## src/rtl/txd_pkg.sv

```systemverilog
package txd_pkg;
    localparam int DW       = 32;
    localparam int OWN_BIT  = 31;
    localparam int CTX_BIT  = 30;
    localparam int LAST_BIT = 28;
    localparam int ERR_BIT  = 23;

    typedef struct packed {
        logic          ctx;
        logic          all_ones;
        logic          first;
        logic          last;
        logic          ioc;
        logic [DW-1:0] word;
    } desc_t;

    typedef struct packed {
        logic err;
        logic closes_pkt;
        logic irq;
    } verdict_t;

    function automatic logic [DW-1:0] make_record(input logic [DW-1:0] w,
                                                   input logic err,
                                                   input logic last);
        logic [DW-1:0] r;
        r = w;
        r[OWN_BIT]  = 1'b0;
        r[ERR_BIT]  = err;
        r[LAST_BIT] = last;
        return r;
    endfunction
endpackage

```

## src/rtl/txd_decode.sv

```systemverilog
module txd_decode
    import txd_pkg::*;
(
    input  logic [DW-1:0] word,
    input  logic          first_flag,
    input  logic          last_flag,
    input  logic          ioc_flag,
    output desc_t         desc
);
    always_comb begin
        desc.word     = word;
        desc.ctx      = word[CTX_BIT];
        desc.all_ones = &word;
        desc.first    = first_flag;
        desc.last     = last_flag;
        desc.ioc      = ioc_flag;
    end
endmodule

```

## src/rtl/txd_sequencer.sv

```systemverilog
module txd_sequencer
    import txd_pkg::*;
(
    input  logic     clk,
    input  logic     rst,
    input  logic     accept,
    input  desc_t    desc,
    output verdict_t verdict
);
    logic pkt_open;
    logic ioc_held;
    logic starts_pkt;
    logic ioc_eff;

    always_comb begin
        // A normal word starts a packet if flagged first or if none is open
        starts_pkt = !desc.ctx && (desc.first || !pkt_open);
        ioc_eff    = (pkt_open && !starts_pkt) ? ioc_held : desc.ioc;
        verdict.err = desc.all_ones
                    || (desc.ctx && desc.first && desc.last)
                    || (desc.ctx && pkt_open);
        verdict.closes_pkt = verdict.err || (!desc.ctx && desc.last);
        verdict.irq = verdict.closes_pkt && ioc_eff;
    end

    always_ff @(posedge clk) begin
        if (rst) begin
            pkt_open <= 1'b0;
            ioc_held <= 1'b0;
        end else if (accept) begin
            if (verdict.err) begin
                pkt_open <= 1'b0;
            end else if (!desc.ctx) begin
                if (starts_pkt) ioc_held <= desc.ioc;
                pkt_open <= !desc.last;
            end
        end
    end
endmodule

```

## src/rtl/txd_wb_reg.sv

```systemverilog
module txd_wb_reg
    import txd_pkg::*;
(
    input  logic          clk,
    input  logic          rst,
    input  logic          accept,
    input  desc_t         desc,
    input  verdict_t      verdict,
    output logic          wb_valid,
    output logic [DW-1:0] wb_word,
    output logic          tx_irq,
    output logic          pkt_restart
);
    always_ff @(posedge clk) begin
        if (rst) begin
            wb_valid    <= 1'b0;
            wb_word     <= '0;
            tx_irq      <= 1'b0;
            pkt_restart <= 1'b0;
        end else begin
            wb_valid    <= accept;
            tx_irq      <= accept && verdict.irq;
            pkt_restart <= accept && verdict.err;
            if (accept) begin
                wb_word <= make_record(desc.word, verdict.err,
                                       verdict.closes_pkt);
            end
        end
    end
endmodule

```

## src/rtl/txdesc_seq_check.sv

```systemverilog
module txdesc_seq_check
    import txd_pkg::*;
(
    input  logic          clk,
    input  logic          rst,
    input  logic          desc_valid,
    input  logic [DW-1:0] desc_word,
    input  logic          first_flag,
    input  logic          last_flag,
    input  logic          ioc_flag,
    output logic          desc_ready,
    output logic          wb_valid,
    output logic [DW-1:0] wb_word,
    output logic          tx_irq,
    output logic          pkt_restart
);
    desc_t    desc;
    verdict_t verdict;
    logic     accept;

    // Stall while software still holds the presented word
    assign desc_ready = !desc_valid || desc_word[OWN_BIT];
    assign accept     = desc_valid && desc_word[OWN_BIT];

    txd_decode u_decode (
        .word       (desc_word),
        .first_flag (first_flag),
        .last_flag  (last_flag),
        .ioc_flag   (ioc_flag),
        .desc       (desc)
    );

    txd_sequencer u_seq (
        .clk     (clk),
        .rst     (rst),
        .accept  (accept),
        .desc    (desc),
        .verdict (verdict)
    );

    txd_wb_reg u_wb (
        .clk         (clk),
        .rst         (rst),
        .accept      (accept),
        .desc        (desc),
        .verdict     (verdict),
        .wb_valid    (wb_valid),
        .wb_word     (wb_word),
        .tx_irq      (tx_irq),
        .pkt_restart (pkt_restart)
    );
endmodule

```

## config.mk

```make
export PLATFORM = sky130hd
export DESIGN_NAME = txdesc_seq_check
export DESIGN_NICKNAME = d
export VERILOG_FILES = /design/src/rtl/txd_pkg.sv /design/src/rtl/txd_decode.sv /design/src/rtl/txd_sequencer.sv /design/src/rtl/txd_wb_reg.sv /design/src/rtl/txdesc_seq_check.sv
export SDC_FILE = /design/constraint.sdc
export NUM_CORES = 1
export LEC_CHECK = 0
export BUFFER_PORTS_ARGS = -buffer_cell sky130_fd_sc_hd__buf_2
export CAP_MARGIN = 30
export CORE_MARGIN = 5
export CORE_UTILIZATION = 43
export DETAILED_ROUTE_END_ITERATION = 16
export HOLD_SLACK_MARGIN = 0.05
export MAX_ROUTING_LAYER = met4
export PLACE_DENSITY = 0.85
export SYNTH_ARGS = -nofsm -noshare
export SYNTH_HDL_FRONTEND = slang
export SYNTH_SLANG_ARGS = --single-unit
export TNS_END_PERCENT = 1
```

## constraint.sdc

```tcl
create_clock -name clk -period 1.4 [get_ports clk]
set_input_delay 0.14 -clock clk [delete_from_list [all_inputs] [get_ports clk]]
set_output_delay 0.14 -clock clk [all_outputs]
set_load 0.02 [all_outputs]
```

==> results.py, run 1 <==
metrics = {
    "outcome": {
        "status": "complete, no violations",
    },
    "drt": {
        "num_vias": 1470,
        "postRouteWirelength_mm": 4.02,
        "drt_iter0_drc": 70,
        "postRouteAntennaNets": 0,
        "dr.pass1.iters": 4,
        "vias_per_cell": 4.74,
        "wire_per_inst_um": 13.0,
        "drc_errors": 0,
    },
    "global_route": {
        "grt-ovfl-total": 0,
        "grt_max_degree": 34,
        "grt_pass1_vias": 1495,
        "grt_pass1_wl_mm": 6.54,
        "antenna_found_initial": 0,
        "grtUsageTotal_pct": 20.1,
    },
    "timing": {
        "finalHoldViolCount": 0,
        "min_period_ns": 1.13,
        "fmax_ghz": 0.888,
        "drv_slew": 0,
        "period_share_pct": 80.4,
        "grt_setup_unrepaired": "no",
        "setup_viol": 0,
        "setup_tns_ns": 0,
        "skew_ns": 0.000451,
    },
    "layout": {
        "seq_area_sq_um": 721,
        "layout-drive-gt1-share_pct": 32.3,
        "nNetsFinal": 303,
        "num_antenna_cells": 0,
        "fill_cells": 256,
        "final_core_util_pct": 70.2,
        "syn_to_final_growth_pct": 57.0,
        "multi_input_area_sq_um": 584,
    },
    "place": {
        "portBuffers": 72,
        "dp_hpwl_mm": 2.70,
        "globalplace.congestion": 0.740,
    },
    "clock_network": {
        "cts_root_buffer": "clkbuf_4",
        "clock_latency_ns": 0.33,
        "numCtsBuffers": 5,
        "cts.clk_slew.worst_paths_ns": 0.11,
        "cts_tree": "yes",
        "numClockSinks": 36,
        "post_cts_buffers": 0,
        "clockBufferDepth": 2,
        "htreeDepth": 2,
    },
    "logic_synthesis": {
        "ys.warnings.count": 0,
        "synth.ff_latch_count": 36,
        "seq_area_frac_synth_pct": 53.2,
        "syn_area_per_cell_sq_um": 7.97,
        "syn_nets": 208,
        "syn_inst": 170,
        "syn-cell-area_sq_um": 1360,
        "yosysUniqueCellTypes": 24,
    },
    "power_and_ir_drop": {
        "vdd_ir_drop_max_uv": 1110,
        "seqPwrFrac_pct": 48.2,
        "leakage_nw": 0.981,
        "p_sw_w": 0.000553,
        "swShare_pct": 24.5,
        "comb_power_share_pct": 16.2,
        "powerDensity_nw_per_um2": 1060,
        "clkPwrFrac_pct": 35.6,
        "p_int_w": 0.00171,
    },
    "floorplan": {
        "core_sq_um": 3030,
        "die_w_um": 66.1,
        "start_util_pct": 44.8,
        "die_area_sq_um": 4370,
        "die_h_um": 66.1,
        "rows": 20,
        "ioPinCount": 74,
    },
    "critical_path": {
        "arrival_ns": 1.37,
        "setup.worst_path.end_class": "register",
        "cp.required_ns": 1.64,
        "worstPathMaxFanout": 4,
        "critical_path_class": "in -> reg",
        "cp-start-kind": "input pin",
    },
    "worst_hold_path": {
        "hold_class": "in -> reg",
    },
    "flow_run": {
        "maxCapViolCount": 0,
    },
}
## flip-flops by register name, summed over array words and instances (netlist names)
signal            count
u_seq.ioc_held        1
u_wb.tx_irq           1
u_seq.pkt_open        1
u_wb.wb_word         31
u_wb.pkt_restart      1
u_wb.wb_valid         1
## final timing paths
path	cells past startpoint	start	to	slack [ns]
max	5	desc_word[29]	u_wb.tx_irq	0.27
min	3	desc_word[25]	u_wb.wb_word[25]	0.07
min reg2reg	2	u_wb.wb_word[0]	u_wb.wb_word[0]	0.46
max reg2reg	3	u_seq.pkt_open	u_wb.tx_irq	0.30
## critical path, stage by stage
cell and delay, ns:
dlymetal6s4s_1 0.19, nand4_1 0.14, nor4_2 0.36, a22oi_2 0.17
a2111oi_2 0.37
## final cells by class
| class | count | area share (%) |
|---|---|---|
| Tap cell | 44 | 2.59 |
| Clock inverter | 1 | 1.41 |
| Sequential cell | 36 | 33.9 |
| Inverter | 1 | 0.176 |
| Clock buffer | 7 | 3.06 |
| Timing Repair Buffer | 100 | 31.4 |
| Multi-Input combinational cell | 121 | 27.5 |
## layer usage
| layer | track usage (%) | up-vias | part of all wire [%] |
|---|---|---|---|
| met5 | - | - | 0 |
| met1 | 20.3 | 657 | 39 |
| met3 | 4.25 | 5 | 6.0 |
| met2 | 37.2 | 52 | 53 |
| li1 | - | 756 | - |
| met4 | 8.12 | 0 | 1.3 |
## Yosys cell counts, drive strengths merged
| library cell | n | area, sq um |
|---|---|---|
| nand2 | 61 | 229 |
| dfxtp | 36 | 721 |
| a21oi | 30 | 150 |
| clkbuf | 8 | 30.0 |
| nand4 | 8 | 50.1 |
| nor2 | 5 | 18.8 |
| buf | 4 | 21.3 |
| a211oi | 2 | 15.0 |
| mux2i | 2 | 20.0 |
| nand2b | 2 | 12.5 |
| nor4 | 2 | 18.8 |
| a2111oi | 1 | 15.0 |
| a21o | 1 | 7.51 |
| a22oi | 1 | 7.51 |
| a311oi | 1 | 8.76 |
| and2 | 1 | 6.26 |
| conb | 1 | 3.75 |
| inv | 1 | 3.75 |
| nor3 | 1 | 5.00 |
| o21ai | 1 | 5.00 |
| or3 | 1 | 6.26 |
## power by group through the flow
stage	logic (W)	registers [W]	clock network, W
after detailed placement	0.000312	0.00111	0
final	0.000366	0.00109	0.000806
after global placement	0.000306	0.00111	0
after CTS	0.000363	0.00109	0.000825
after floorplan	0.000110	0.00117	0
after global routing	0.000400	0.00110	0.000875
## through the flow
stage / hold WS [ns] / area, sq um / setup slack, ns / std cells / total power, W
finish: 0.0678 / 2130 / 0.274 / 310 / 0.00226
global route: 0.0655 / 2130 / 0.200 / 310 / 0.00237
CTS: 0.0522 / 2120 / 0.0284 / 311 / 0.00228
detailed placement: 0.398 / 1780 / 0.0320 / 279 / 0.00142
global placement: 0.394 / 1780 / 0.0817 / 279 / 0.00142
floorplan: 0.276 / 1360 / 0.359 / 170 / 0.00128
## layout by cell type, fill, tap and decap left out, drive strengths merged
cell type,instances
nor2,5
nand2,61
nand2b,2
nor4,2
a22oi,1
and2,1
a21oi,30
a311oi,1
dlygate4sd3,23
nand4,8
inv,1
clkbuf,7
or3,1
a2111oi,1
a211oi,2
buf,75
dfxtp,36
conb,1
nor3,1
o21ai,1
bufinv,1
mux2i,2
a21o,1
dlymetal6s4s,2
## cell families after synthesis
| logic type | Yosys count | share of synthesized area (%) |
|---|---|---|
| AOI/OAI and AO/OA | 37 | 15.4 |
| other | 1 | 0.277 |
| DFF | 36 | 53.2 |
| muxes | 2 | 1.48 |
| and+or+nand+nor | 81 | 25.6 |
| buffers and inverters | 13 | 4.06 |
## timing repair
action	in CTS	in global routing
gates resized for setup	0	3
hold buffers	24	1
endpoints found under the hold margin	24	1
setup endpoints to repair	0	2
Power figures use the tool's default switching activity.
==> run 2: changes to the inputs <==
ABC_AREA = 1   (was default)
CORE_UTILIZATION = 44   (was 43)
clock period = 1.1 ns   (was 1.4 ns; I/O delays follow)
==> results.py, run 2 <==
metrics = {
    "outcome": {
        "status": "complete, no violations",
    },
    "power_and_ir_drop": {
        "total_power_w": 0.00278,
        "vdd_ir_drop_max_uv": 842,
        "powerDensity_nw_per_um2": 1280,
        "swShare_pct": 28.3,
        "p_sw_w": 0.000786,
        "leakage_nw": 1.08,
        "p_int_w": 0.00200,
        "clkPwrFrac_pct": 28.3,
        "comb_power_share_pct": 20.6,
        "seqPwrFrac_pct": 51.2,
    },
    "clock_network": {
        "htreeDepth": 2,
        "clockBufferDepth": 2,
        "cts_tree": "yes",
        "numCtsBuffers": 5,
        "cts_root_buffer": "clkbuf_4",
        "clock_latency_ns": 0.34,
        "cts.clk_slew.worst_paths_ns": 0.10,
        "numClockSinks": 36,
    },
    "critical_path": {
        "critical_path_class": "in -> reg",
        "cp.required_ns": 1.38,
        "setup.worst_path.end_class": "register",
        "cp-start-kind": "input pin",
        "arrival_ns": 1.33,
        "worstPathMaxFanout": 14,
    },
    "logic_synthesis": {
        "synth-edff-count": 0,
        "synth_most_common_cell": "nor2_1",
        "syn-cell-area_sq_um": 1410,
        "syn_area_per_cell_sq_um": 6.99,
        "synth_top_area_share_pct": 51.3,
        "syn_inst": 201,
        "seq_area_frac_synth_pct": 51.3,
        "synth_commonest_cells": "nor2_1 (72), dfxtp_1 (36), nand2_1 (34)",
        "synthFlopType": "dfxtp_1",
        "synth_area_leaders": "dfxtp_1 (51%), nor2_1 (19%), o21ai_0 (11%)",
        "yosysUniqueCellTypes": 17,
        "synth.ff_latch_count": 36,
        "syn_nets": 239,
        "synth_top_area_cell": "dfxtp_1",
        "synthArstFlopShare_pct": 0,
        "ys.warnings.count": 0,
    },
    "layout": {
        "seq_area_sq_um": 721,
        "num_antenna_cells": 0,
        "design_area_sq_um": 2180,
        "regMostFlops": "u_wb.wb_word",
        "syn_to_final_growth_pct": 55.1,
        "nNetsFinal": 343,
        "mostFrequentLayoutCells": "nor2_1 (72), buf_2 (72), dfxtp_1 (36), nand2_1 (34), o21ai_0 (31)",
        "layout-drive-gt1-share_pct": 29.2,
        "largest_reg_flops": 31,
        "fill_cells": 264,
        "multi_input_area_sq_um": 617,
        "layoutNonFillerInstCount": 349,
    },
    "floorplan": {
        "die_w_um": 66.5,
        "die_area_sq_um": 4420,
        "rows": 20,
        "core_sq_um": 3050,
        "ioPinCount": 74,
        "die_h_um": 66.5,
        "start_util_pct": 46.0,
    },
    "global_route": {
        "grtUsageTotal_pct": 22.2,
        "grt_max_degree": 25,
        "antenna_found_initial": 0,
        "grt_pass1_wl_mm": 7.10,
        "grt-ovfl-total": 0,
        "grt_pass1_vias": 1649,
    },
    "place": {
        "place_ws_ns": 0.0845,
        "dp_hpwl_mm": 2.72,
        "globalplace.congestion": 0.786,
        "portBuffers": 72,
        "place_area_sq_um": 1820,
        "dp_cells": 313,
    },
    "drt": {
        "drc_errors": 0,
        "dr.pass1.iters": 4,
        "wire_per_inst_um": 12.7,
        "num_vias": 1666,
        "vias_per_cell": 4.77,
        "postRouteWirelength_mm": 4.42,
        "drt_iter0_drc": 82,
        "postRouteAntennaNets": 0,
    },
    "timing": {
        "timing.hold.ws_ns": 0.0708,
        "grt_setup_unrepaired": "yes",
        "skew_ns": 0.00756,
        "period_share_pct": 95.4,
        "fmax_ghz": 0.953,
        "finalHoldViolCount": 0,
        "drv_slew": 0,
        "setup_viol": 0,
        "min_period_ns": 1.05,
        "setup_ws_ns": 0.0511,
    },
    "flow_run": {
        "maxCapViolCount": 0,
    },
    "worst_hold_path": {
        "hold_class": "in -> reg",
    },
}
==> run 2: cell count changes after synthesis, moves of 2 or more <==
cell / delta
clkbuf_1: -3
nand3_1: +3
a21oi_1: -27
nand2_1: -27
nand2_2: +2
inv_1: +4
nor2_1: +67
o21ai_0: +30
a211oi_1: -2
nand4_1: -7
nand2b_1: -2
mux2i_1: -2
==> run 2: path summary, 6_finish.rpt <==
kind | from | end | slack (ns) | cells after the start
max | rst | u_wb.wb_word[14] | 0.05 | 6
min | ioc_flag | u_seq.ioc_held | 0.07 | 3
max reg2reg | u_seq.pkt_open | u_wb.tx_irq | 0.21 | 4
min reg2reg | u_seq.ioc_held | u_seq.ioc_held | 0.45 | 2
==> run 2: power groups by stage <==
stage | registers (W) | clock network, W | logic (W)
2_1_floorplan | 0.00154 | 0 | 0.000183
3_3_place_gp | 0.00145 | 0 | 0.000470
3_5_place_dp | 0.00145 | 0 | 0.000477
4_1_cts | 0.00142 | 0.000795 | 0.000558
5_1_grt | 0.00143 | 0.000866 | 0.000628
6_report | 0.00142 | 0.000787 | 0.000572
==> run 2: final cells by class <==
class | instances | area share (%)
repair buffers | 107 | 32.1
well taps | 44 | 2.53
multi-input cells | 149 | 28.3
clock buffers | 7 | 2.99
flip-flops and latches | 36 | 33.1
inverters | 6 | 1.03
==> run 2: critical path, stage by stage <==
cell	delay (ns)
dlygate4sd3_1	0.55
buf_2	0.16
inv_1	0.08
buf_4	0.17
o21ai_0	0.13
nor2_1	0.12
==> run 2: per-stage QoR <==
stage               utilization (%)  setup TNS, ns
finish                         71.4              0
global route                   71.4        -0.0218
CTS                            71.3              0
detailed placement             59.6              0
global placement               59.6              0
floorplan                         -              0
==> run 2: metal layers <==
metal  up-vias  share of wire, %  routed length (um)  global-route usage [%]
met5         -                 0                   0                       -
met4         0               1.6                  72                    8.63
met3         8               7.6                 337                    6.75
met2        68                52                2280                    40.1
met1       753                39                1730                    22.2
li1        837                 -                   -                       -
==> run 2: logic make-up (layout without fill, tap and decap cells) <==
kind of cell | count (synthesis) | count (layout) | synth area share [%]
compound gates | 35 | 35 | 12.5
simple gates | 113 | 113 | 31.2
buf+inv | 16 | 120 | 4.81
flops | 36 | 36 | 51.3
other cells | 1 | 1 | 0.267
==> run 2: what timing repair did <==
action / CTS / global route
endpoints found under the setup margin: 0 / 6
buffers inserted: 0 / 0
hold buffers: 29 / 0
endpoints found under the hold margin: 33 / 0
resized for setup: 0 / 1
==> run 3: changes to the inputs <==
PLACE_DENSITY = 0.76   (was 0.85)
==> results.py, run 3 (synthesis results as in run 2) <==
metrics = {
    "outcome": {
        "status": "complete, no violations",
    },
    "timing": {
        "setup_ws_ns": 0.0727,
        "setup_viol": 0,
        "fmax_ghz": 0.973,
        "skew_ns": 0.00477,
        "period_share_pct": 93.4,
        "setup_tns_ns": 0,
        "min_period_ns": 1.03,
        "grt_setup_unrepaired": "no",
        "finalHoldViolCount": 0,
        "drv_slew": 0,
    },
    "layout": {
        "nNetsFinal": 338,
        "layout-drive-gt1-share_pct": 29.9,
        "design_area_sq_um": 2130,
        "regMostFlops": "u_wb.wb_word",
        "mostFrequentLayoutCells": "nor2_1 (72), buf_2 (72), dfxtp_1 (36), nand2_1 (34), o21ai_0 (31)",
        "layoutNonFillerInstCount": 345,
        "syn_to_final_growth_pct": 51.9,
        "num_antenna_cells": 0,
        "fill_cells": 291,
        "final_core_util_pct": 69.9,
        "largest_reg_flops": 31,
    },
    "clock_network": {
        "cts_tree": "yes",
        "htreeDepth": 2,
        "numCtsBuffers": 5,
        "numClockSinks": 36,
        "cts.clk_slew.worst_paths_ns": 0.10,
        "clock_latency_ns": 0.33,
        "cts_resized": 0,
        "clockBufferDepth": 2,
        "cts_root_buffer": "clkbuf_4",
    },
    "drt": {
        "postRouteWirelength_mm": 3.85,
        "postRouteAntennaNets": 0,
        "drc_errors": 0,
        "dr.pass1.iters": 4,
        "drt_iter0_drc": 115,
        "wire_per_inst_um": 11.2,
        "vias_per_cell": 4.68,
        "num_vias": 1614,
    },
    "floorplan": {
        "core_sq_um": 3050,
        "rows": 20,
        "ioPinCount": 74,
        "die_w_um": 66.5,
        "start_util_pct": 46.0,
        "die_area_sq_um": 4420,
        "die_h_um": 66.5,
    },
    "place": {
        "dp_cells": 313,
        "place_area_sq_um": 1830,
        "globalplace.congestion": 0.750,
        "place_ws_ns": 0.0684,
        "portBuffers": 72,
        "dp_hpwl_mm": 2.70,
    },
    "critical_path": {
        "rrSetupSlack_ns": 0.20,
        "cp-start-kind": "input pin",
        "arrival_ns": 1.30,
        "cp.required_ns": 1.37,
        "critical_path_class": "in -> reg",
        "setup.worst_path.end_class": "register",
        "worstPathMaxFanout": 20,
    },
    "worst_hold_path": {
        "hold_class": "in -> reg",
    },
    "power_and_ir_drop": {
        "vdd_ir_drop_max_uv": 568,
        "powerDensity_nw_per_um2": 1260,
        "leakage_nw": 1.06,
    },
    "global_route": {
        "grt_pass1_vias": 1454,
        "antenna_found_initial": 0,
        "grt_max_degree": 21,
        "grt_pass1_wl_mm": 6.22,
        "grtUsageTotal_pct": 18.8,
        "grt-ovfl-total": 0,
    },
    "flow_run": {
        "maxCapViolCount": 0,
    },
}
==> run 3: cell count changes in the layout (fill, tap and decap cells not counted) <==
| cell | change |
|---|---|
| buf_6 | -1 |
| dlygate4sd3_1 | -5 |
| buf_12 | +1 |
| clkbuf_8 | -1 |
| clkinv_2 | +2 |
==> run 3: where the power goes <==
group / total [W] / leakage (nW) / internal [W] / switching (W)
Clock: 0.000718 / 0.0380 / 0.000304 / 0.000414
Sequential: 0.00142 / 0.296 / 0.00138 / 0.0000362
Combinational: 0.000551 / 0.728 / 0.000242 / 0.000309
==> run 3: layout make-up <==
class / count / area [sq um] / area share (%)
timing repair buffer: 102 / 658 / 30.8
sequential: 36 / 721 / 33.8
inverter: 6 / 22.5 / 1.06
multi-input combinational: 149 / 617 / 28.9
tap: 44 / 55.1 / 2.58
clock buffer: 6 / 51.3 / 2.40
clock inverter: 2 / 10.0 / 0.469
==> run 3: per-layer routing <==
metal / share of wire [%] / track usage [%] / vias up
met1: 43 / 21.7 / 717
met4: 1.2 / 6.09 / 0
met3: 9.5 / 5.40 / 6
met5: 0 / - / -
li1: - / - / 830
met2: 46 / 31.5 / 61
==> run 3: path summary, 6_finish.rpt <==
kind                       start               end  depth (start not counted)
setup / recovery             rst  u_wb.wb_word[25]                          6
hold / removal      desc_word[2]   u_wb.wb_word[2]                          3
setup reg to reg  u_seq.pkt_open       u_wb.tx_irq                          4
hold reg to reg   u_seq.ioc_held    u_seq.ioc_held                          2
==> run 3: critical path, stage by stage <==
cell	delay [ns]
dlygate4sd3_1	0.54
buf_2	0.16
inv_1	0.07
buf_4	0.20
o21ai_0	0.12
nor2_1	0.10
==> run 3: timing repair <==
item,CTS,global route
hold endpoints to repair,28,0
setup endpoints to repair,0,0
hold buffers,24,0
buffers inserted,0,0
==> run 3: per-stage QoR <==
| stage | hold WS, ns | power, W |
|---|---|---|
| after floorplan | 0.179 | 0.00173 |
| after global placement | 0.350 | 0.00193 |
| after detailed placement | 0.349 | 0.00193 |
| after CTS | 0.0558 | 0.00272 |
| after global routing | 0.0748 | 0.00288 |
| final | 0.0708 | 0.00269 |
